--- config.mk ---
export PLATFORM = sky130hd
export DESIGN_NAME = fpsr_unit
export DESIGN_NICKNAME = d
export VERILOG_FILES = /design/src/rtl/fpsr_pkg.sv /design/src/rtl/fpsr_cause.sv /design/src/rtl/fpsr_regs.sv /design/src/rtl/fpsr_ctrl.sv /design/src/rtl/fpsr_unit.sv
export SDC_FILE = /design/constraint.sdc
export NUM_CORES = 1
export LEC_CHECK = 0
export ABC_CLOCK_PERIOD_IN_PS = 1650
export BUFFER_PORTS_ARGS = -buffer_cell sky130_fd_sc_hd__buf_2
export CAP_MARGIN = 20
export CELL_PAD_IN_SITES_DETAIL_PLACEMENT = 0
export CELL_PAD_IN_SITES_GLOBAL_PLACEMENT = 1
export CORE_MARGIN = 8
export CORE_UTILIZATION = 26
export CTS_CLUSTER_DIAMETER = 30
export DETAILED_ROUTE_END_ITERATION = 8
export GPL_TIMING_DRIVEN = 1
export MAX_ROUTING_LAYER = met4
export PLACE_DENSITY = 0.81
export SYNTH_ARGS = -nofsm -noshare
export SYNTH_HDL_FRONTEND = slang
export SYNTH_SLANG_ARGS = --single-unit
--- constraint.sdc ---
create_clock -name clk_i -period 1.65 [get_ports clk_i]
set_input_delay 0.165 -clock clk_i [delete_from_list [all_inputs] [get_ports clk_i]]
set_output_delay 0.165 -clock clk_i [all_outputs]
set_load 0.01 [all_outputs]
--- src/rtl/fpsr_pkg.sv ---
package fpsr_pkg;
  localparam int unsigned NEXC    = 5;
  localparam int unsigned CSR_W   = 32;
  localparam int unsigned RM_W    = 2;
  localparam int unsigned RM_LSB  = 0;
  localparam int unsigned FLG_LSB = RM_LSB + RM_W;
  localparam int unsigned EN_LSB  = FLG_LSB + NEXC;
  localparam int unsigned CAU_LSB = EN_LSB + NEXC;
  localparam int unsigned DN_BIT  = CAU_LSB + NEXC + 1;
  localparam int unsigned INX_BIT = 0;
  localparam logic [CSR_W-1:0] WR_MASK  = 32'h0005_FFFF;
  localparam logic [RM_W-1:0]  RM_TRUNC = 2'b01;

  typedef logic [NEXC-1:0]  exc_vec_t;
  typedef logic [CSR_W-1:0] csr_t;
endpackage

--- src/rtl/fpsr_cause.sv ---
module fpsr_cause
  import fpsr_pkg::*;
(
  input  exc_vec_t flags_i,
  input  logic     rsqrt_i,
  output exc_vec_t cause_o
);
  // approximate result: inexact unless something else was reported
  always_comb begin
    cause_o = flags_i;
    if (rsqrt_i && (flags_i == '0)) cause_o[INX_BIT] = 1'b1;
  end
endmodule

--- src/rtl/fpsr_regs.sv ---
module fpsr_regs
  import fpsr_pkg::*;
(
  input  logic     clk_i,
  input  logic     rst_ni,
  input  logic     wr_en_i,
  input  csr_t     wr_data_i,
  input  logic     op_done_i,
  input  exc_vec_t cause_i,
  output csr_t     csr_o,
  output logic     exc_o
);
  csr_t csr_q, csr_d;
  logic exc_d, exc_q;

  always_comb begin
    csr_d = wr_en_i ? (wr_data_i & WR_MASK) : csr_q;
    exc_d = 1'b0;
    if (op_done_i) begin
      csr_d[CAU_LSB +: NEXC] = cause_i;
      csr_d[FLG_LSB +: NEXC] = csr_d[FLG_LSB +: NEXC] | cause_i;
      exc_d = |(cause_i & csr_d[EN_LSB +: NEXC]);
    end
  end

  always_ff @(posedge clk_i or negedge rst_ni) begin
    if (!rst_ni) begin
      csr_q <= '0;
      exc_q <= 1'b0;
    end else begin
      csr_q <= csr_d;
      exc_q <= exc_d;
    end
  end

  assign csr_o = csr_q;
  assign exc_o = exc_q;
endmodule

--- src/rtl/fpsr_ctrl.sv ---
module fpsr_ctrl
  import fpsr_pkg::*;
(
  input  csr_t csr_i,
  output logic round_zero_o,
  output logic flush_zero_o
);
  assign round_zero_o = (csr_i[RM_LSB +: RM_W] == RM_TRUNC);
  assign flush_zero_o = csr_i[DN_BIT];
endmodule

--- src/rtl/fpsr_unit.sv ---
module fpsr_unit
  import fpsr_pkg::*;
#(
  parameter int unsigned  CODE_W   = 12,
  parameter logic [CODE_W-1:0] VEC_CODE = 12'h120
) (
  input  logic              clk_i,
  input  logic              rst_ni,
  input  logic              wr_en_i,
  input  logic [31:0]       wr_data_i,
  input  logic              op_done_i,
  input  logic [4:0]        op_flags_i,
  input  logic              op_rsqrt_i,
  output logic [31:0]       csr_o,
  output logic              round_zero_o,
  output logic              flush_zero_o,
  output logic              exc_req_o,
  output logic [CODE_W-1:0] exc_code_o
);
  exc_vec_t cause;

  fpsr_cause u_cause (
    .flags_i (op_flags_i),
    .rsqrt_i (op_rsqrt_i),
    .cause_o (cause)
  );

  fpsr_regs u_regs (
    .clk_i     (clk_i),
    .rst_ni    (rst_ni),
    .wr_en_i   (wr_en_i),
    .wr_data_i (wr_data_i),
    .op_done_i (op_done_i),
    .cause_i   (cause),
    .csr_o     (csr_o),
    .exc_o     (exc_req_o)
  );

  fpsr_ctrl u_ctrl (
    .csr_i        (csr_o),
    .round_zero_o (round_zero_o),
    .flush_zero_o (flush_zero_o)
  );

  assign exc_code_o = exc_req_o ? VEC_CODE : '0;
endmodule

==> results.yml, run 1 <==
drt:
  wl_per_cell_um: 13.42
  ant_nets: 0
  via_per_inst: 3.895
  dr_wl_met3_um: 278
  wl_met2_mm: 1.193
  top_layer: "met3"
  drt-initial-drc-count: 5
  drt_pass1_iterations: 3
  wirelength_mm: 2.564
  drt-met1-wl_mm: 1.092
  drc: 0
  vias: 744
clock_network:
  cts_max_level: 1
  cts.clk_slew.worst_paths_ns: 0.08
  postCtsSetupRepairBufs: 0
  cts_buffers: 3
  clockBufferDepth: 2
  clk_latency_ns: 0.25
  cts_tree: "built"
  clock-sinks: 19
  cts_root_buffer: "clkbuf_8"
min_path:
  hold_depth: 3
  hold_end: "u_regs.csr_o[5]"
  hp-start: "wr_data_i[5]"
  hp-class: "primary input to flop"
status:
  status: "completed"
power_and_ir_drop:
  p_leak_nw: 0.6836
  max-vdd-ir-drop_v: 0.0002541
  finalPower_mw: 1.110
  p_per_area_nw_per_um2: 873.0
timing:
  fmax_mhz: 824.7
  rsz0062_at_grt: "false"
  skew_ns: 0.005733
  fin_crit_ns: 1.213
  finalSetupViolations: 0
  hold_violations: 0
  period_share_pct: 73.49
  layout_setup_ws_ns: 0.4374
  finalSetupTns_ns: 0
  slew_viol_final: 0
floorplan:
  rows: 23
  die_h_um: 78.82
  chipWidth_um: 78.82
  initial_core_util_pct: 26.41
  dieArea_sq_um: 6212
  pin_count: 89
  core_area_sq_um: 3885
synth:
  synth_cell_types: 18
  synth_area_sq_um: 1026
  yosysWarnings: 0
  ys_ff_latch: 19
  async_flop_share_pct: 100.0
  synthTopCellsByArea: "dfrtp_1, buf_4, mux2i_1"
  yosys.cell_count.top_type: "buf_4"
  avgSynthCellArea_sq_um: 11.27
  synth-xor-area-share_pct: 0
  synth_edf_count: 0
  synthMuxAreaShare_pct: 19.15
  synth-compound-area-share_pct: 6.098
  yosys-top-cells-count: "buf_4, dfrtp_1, mux2i_1"
  yosysTopAreaCell: "dfrtp_1"
  yosysSeqAreaShare_pct: 46.34
  yosys.area.top_type_share_pct: 46.34
  synth_top_family_by_area: "buffers and inverters"
  netlist_instances: 91
  yosys_most_used_dff: "dfrtp_1"
  yosys.area_share.simple_pct: 5.732
  synth_fa_ha_area_share_pct: 0
setup_path:
  rr_worst_depth: 4
  arrival_ns: 1.36
  critPathLaunch: "u_regs.csr_o[11]"
  reg2reg_from: "u_regs.csr_o[11]"
  cp_data_required_time_ns: 1.79
  critPathKind: "flop to flop"
  cp_max_fo: 2
  start_kind: "flop"
  r2r_end: "u_regs.exc_o"
  rrSetupSlack_ns: 0.44
  worstSetupEndpointType: "flop"
cells_and_area:
  antennaDiodeCount: 0
  nets: 184
  drive_above_1_share_pct: 46.10
  area.growth.synth_to_final_pct: 23.90
grt:
  grt_start_max_net_pins: 20
  overflow: 0
  antenna_found_initial: 0
  grt_pass1_vias: 869
  grt_pass1_wl_mm: 4.140
  grt_usage_pct: 8.483
placed_design:
  routabilityCongestion: 0.6896
  hpwl_mm: 2.176
  io_buffers: 50
  pre_cts_ws_ns: 0.3095
run:
  cap_violations: 0
-- routing by layer --
layer,GRT usage [%],up-vias
met5,-,-
met4,1.667,0
met3,3.273,0
met2,13.09,41
met1,10.33,353
li1,-,350
-- cells by family after synthesis --
| kind of cell | after synthesis |
|---|---|
| buffers and inverters | 31 |
| AND/OR/NAND/NOR | 13 |
| flip-flops | 19 |
| other | 1 |
| multiplexers | 18 |
| AO/OA/AOI/OAI | 9 |
-- power by group --
| group | internal [mW] | total, mW | switching (mW) | leakage, nW |
|---|---|---|---|---|
| sequential | 0.510 | 0.533 | 0.0228 | 0.219 |
| clock | 0.168 | 0.323 | 0.155 | 0.0255 |
| combinational | 0.112 | 0.253 | 0.142 | 0.439 |
-- registers in the layout, summed over array words and instances, names as in the netlist --
name	flops
u_regs.csr_o	18
u_regs.exc_o	1
-- cell usage in the layout (no fill, tap or decap), drive strengths merged --
| master | netlist | layout |
|---|---|---|
| buf | 29 | 52 |
| conb | 1 | 24 |
| dfrtp | 19 | 19 |
| mux2i | 11 | 11 |
| nand2 | 9 | 9 |
| mux2 | 7 | 7 |
| o21ai | 5 | 5 |
| clkbuf | 1 | 3 |
| a22oi | 2 | 2 |
| nor4 | 1 | 1 |
| a21oi | 1 | 1 |
| nand2b | 1 | 1 |
| inv | 1 | 1 |
| nor2b | 1 | 1 |
| o211ai | 1 | 1 |
| and2 | 1 | 1 |
| clkinv | 0 | 1 |
| dlygate4sd3 | 0 | 1 |
-- critical path, cell delays in order, from the launching register on --
cell and delay (ns):
dfrtp_1 0.38, mux2_4 0.28, a22oi_2 0.17, o211ai_1 0.10, and2_1 0.17
-- layout make-up --
cell class	count	area, sq um
Fill cell	425	2614
Sequential cell	19	475.5
Multi-Input combinational cell	64	407.9
Timing Repair Buffer	53	275.3
Tap cell	50	62.56
Clock buffer	3	41.29
Clock inverter	1	5.005
Inverter	1	3.754
-- worst max-delay path by stage --
stage,to,cells past startpoint
after global routing,u_regs.exc_o,4
final,u_regs.exc_o,4
after detailed placement,u_regs.exc_o,5
after global placement,u_regs.exc_o,5
after CTS,u_regs.exc_o,4
after floorplan,u_regs.exc_o,4
-- what timing repair did --
action | 4_1_cts | 5_1_grt
hold buffers | 1 | 0
hold endpoints to repair | 19 | 0
gates resized for setup | 0 | 0
-- through the flow --
stage                     util (%)  hold WS [ns]  cells  cell area (sq um)
after floorplan                  -       -0.1306    114               1112
after global placement       31.27        0.1278    186               1215
after detailed placement     31.27        0.1386    186               1215
after CTS                    32.72        0.1273    191               1271
after global routing         32.72        0.1325    191               1271
final                        32.72        0.1338    191               1271
Power figures use the tool's default switching activity.
==> inputs of run 2 (changes only) <==
ABC_AREA = 1   (was default)
ABC_CLOCK_PERIOD_IN_PS = 1200   (was 1650)
PLACE_DENSITY = 0.82   (was 0.81)
clock period = 1.2 ns   (was 1.65 ns; I/O delays follow)
==> results.yml, run 2 <==
setup_path:
  rr_worst_depth: 6
  r2r_end: "u_regs.exc_o"
  reg2reg_from: "u_regs.csr_o[10]"
  rrSetupSlack_ns: 0.29
  start_kind: "flop"
  arrival_ns: 0.88
  cp_data_required_time_ns: 1.08
  worstSetupEndpointType: "primary output"
  critPathKind: "flop to primary output"
  max_stage_delay_ns: 0.40
  worstPathCellList: "nor2_1 -> buf_2"
  cp_max_fo: 3
  cp_slowest_cell: "dfrtp_1"
clock_network:
  cts_root_buffer: "clkbuf_8"
  cts_max_level: 1
  clk_latency_ns: 0.25
  cts_tree: "built"
  clockBufferDepth: 2
  cts_hold_buffers: 1
  clock-sinks: 19
  ctsResizeCount: 0
  cts_buffers: 3
  postCtsSetupRepairBufs: 0
  cts.clk_slew.worst_paths_ns: 0.07
timing:
  skew_ns: 0.0004177
  period_share_pct: 83.29
  rsz0062_at_grt: "false"
  hold_violations: 0
  layout_setup_ws_ns: 0.2005
  fin_crit_ns: 0.9995
  finalSetupTns_ns: 0
  fmax_mhz: 1001
  slew_viol_final: 0
  finalSetupViolations: 0
synth:
  synth_cell_types: 18
  synth_area_sq_um: 1114
  yosys.cell_count.top_type: "nand2_1"
  avgSynthCellArea_sq_um: 8.188
  yosys.area.top_type_share_pct: 42.70
  yosysWarnings: 0
  synth_edf_count: 0
  netlist_instances: 136
  ys_ff_latch: 19
  yosys-top-cells-count: "nand2_1, buf_4, dfrtp_1"
  yosysSeqAreaShare_pct: 42.70
  synthTopCellsByArea: "dfrtp_1, buf_4, nand2_1"
  async_flop_share_pct: 100.0
  yosys_most_used_dff: "dfrtp_1"
  yosysTopAreaCell: "dfrtp_1"
drt:
  via_per_inst: 3.852
  drt_pass1_iterations: 4
  wirelength_mm: 2.963
  dr_wl_met3_um: 336
  ant_nets: 0
  drt-initial-drc-count: 28
  wl_per_cell_um: 12.56
  vias: 909
  drt-met1-wl_mm: 1.119
  wl_met2_mm: 1.457
  top_layer: "met4"
  drc: 0
power_and_ir_drop:
  p_sw_uw: 467.8
  p_per_area_nw_per_um2: 1149
  p_int_mw: 1.066
  max-vdd-ir-drop_v: 0.0003275
  power_frac_comb_pct: 23.2
  switching_share_pct: 30.51
  p_leak_nw: 0.7753
  power.share.sequential_pct: 47.6
  clkPwrFrac_pct: 29.2
floorplan:
  rows: 24
  core_area_sq_um: 4234
  dieArea_sq_um: 6633
  chipWidth_um: 81.45
  pin_count: 89
  initial_core_util_pct: 26.30
  die_h_um: 81.45
placed_design:
  io_buffers: 50
  routabilityCongestion: 0.7312
  hpwl_mm: 2.459
  place_area_sq_um: 1279
  pre_cts_ws_ns: 0.2132
grt:
  grt_usage_pct: 9.264
  antenna_found_initial: 0
  grt_pass1_vias: 962
  grt_start_max_net_pins: 20
  grt_pass1_wl_mm: 4.491
  overflow: 0
cells_and_area:
  nets: 227
  fin_util_pct: 31.53
  fillers: 476
  antennaDiodeCount: 0
  largest_register_ffs: 18
  layout_common_cells: "buf_2, nand2_1, conb_1, dfrtp_1, nand3_1"
  final_common_cell: "buf_2"
  drive_above_1_share_pct: 33.70
  fin_area_sq_um: 1335
  area.growth.synth_to_final_pct: 19.89
run:
  cap_violations: 0
min_path:
  hold_depth: 3
  hold_end: "u_regs.csr_o[1]"
  hp-start: "wr_data_i[1]"
  hp-class: "primary input to flop"
status:
  status: "completed"
[run 2: stage by stage]
stage | hold WS [ns] | power [mW] | cells
global placement | 0.09383 | 1.099 | 231
global route | 0.05930 | 1.643 | 236
detailed placement | 0.1028 | 1.104 | 231
CTS | 0.05714 | 1.565 | 236
floorplan | -0.1756 | 1.017 | 159
finish | 0.06167 | 1.534 | 236
[run 2: worst max-delay path: cells and delay by family (launching register included)]
family	cells	cell delay (ns)
buffers and inverters	1	0.13
DFF	1	0.40
and+or+nand+nor	1	0.10
[run 2: kinds of logic (layout without fill, tap and decap cells)]
family	after synthesis	count (layout)	share of synthesized area, %
other	1	24	0.3368
buffers and inverters	42	67	26.07
DFF	19	19	42.70
and+or+nand+nor	72	72	29.66
AOI/OAI and AO/OA	2	2	1.236
[run 2: final cells by class]
class                           count  area [sq um]  area share (%)
Timing Repair Buffer               52         267.8           20.06
Inverter                           11         46.29           3.468
Clock buffer                        3         41.29           3.093
Sequential cell                    19         475.5           35.61
Clock inverter                      1         5.005          0.3749
Multi-Input combinational cell     98         434.2           32.52
Tap cell                           52         65.06           4.873
[run 2: routing by layer]
metal / global-route usage (%) / vias up
met1: 9.980 / 406
met5: - / -
met4: 4.821 / 0
li1: - / 456
met2: 14.88 / 43
met3: 3.063 / 4
[run 2: worst max-delay path by stage]
stage                                 from      endpoint  slack [ns]  cells past startpoint
final                      u_regs.csr_o[1]  round_zero_o        0.20                      2
after CTS                  u_regs.csr_o[1]  round_zero_o        0.18                      2
after global placement             wr_en_i  u_regs.exc_o        0.20                      7
after detailed placement           wr_en_i  u_regs.exc_o        0.21                      7
after floorplan           u_regs.csr_o[10]  u_regs.exc_o        0.31                      6
after global routing       u_regs.csr_o[1]  round_zero_o        0.12                      2
[run 2: power groups by stage]
stage / Combinational [mW] / Sequential, mW / Clock [mW]
final: 0.355 / 0.730 / 0.448
after global routing: 0.403 / 0.738 / 0.502
after CTS: 0.364 / 0.731 / 0.470
after detailed placement: 0.361 / 0.743 / 0
after global placement: 0.358 / 0.741 / 0
after floorplan: 0.243 / 0.774 / 0
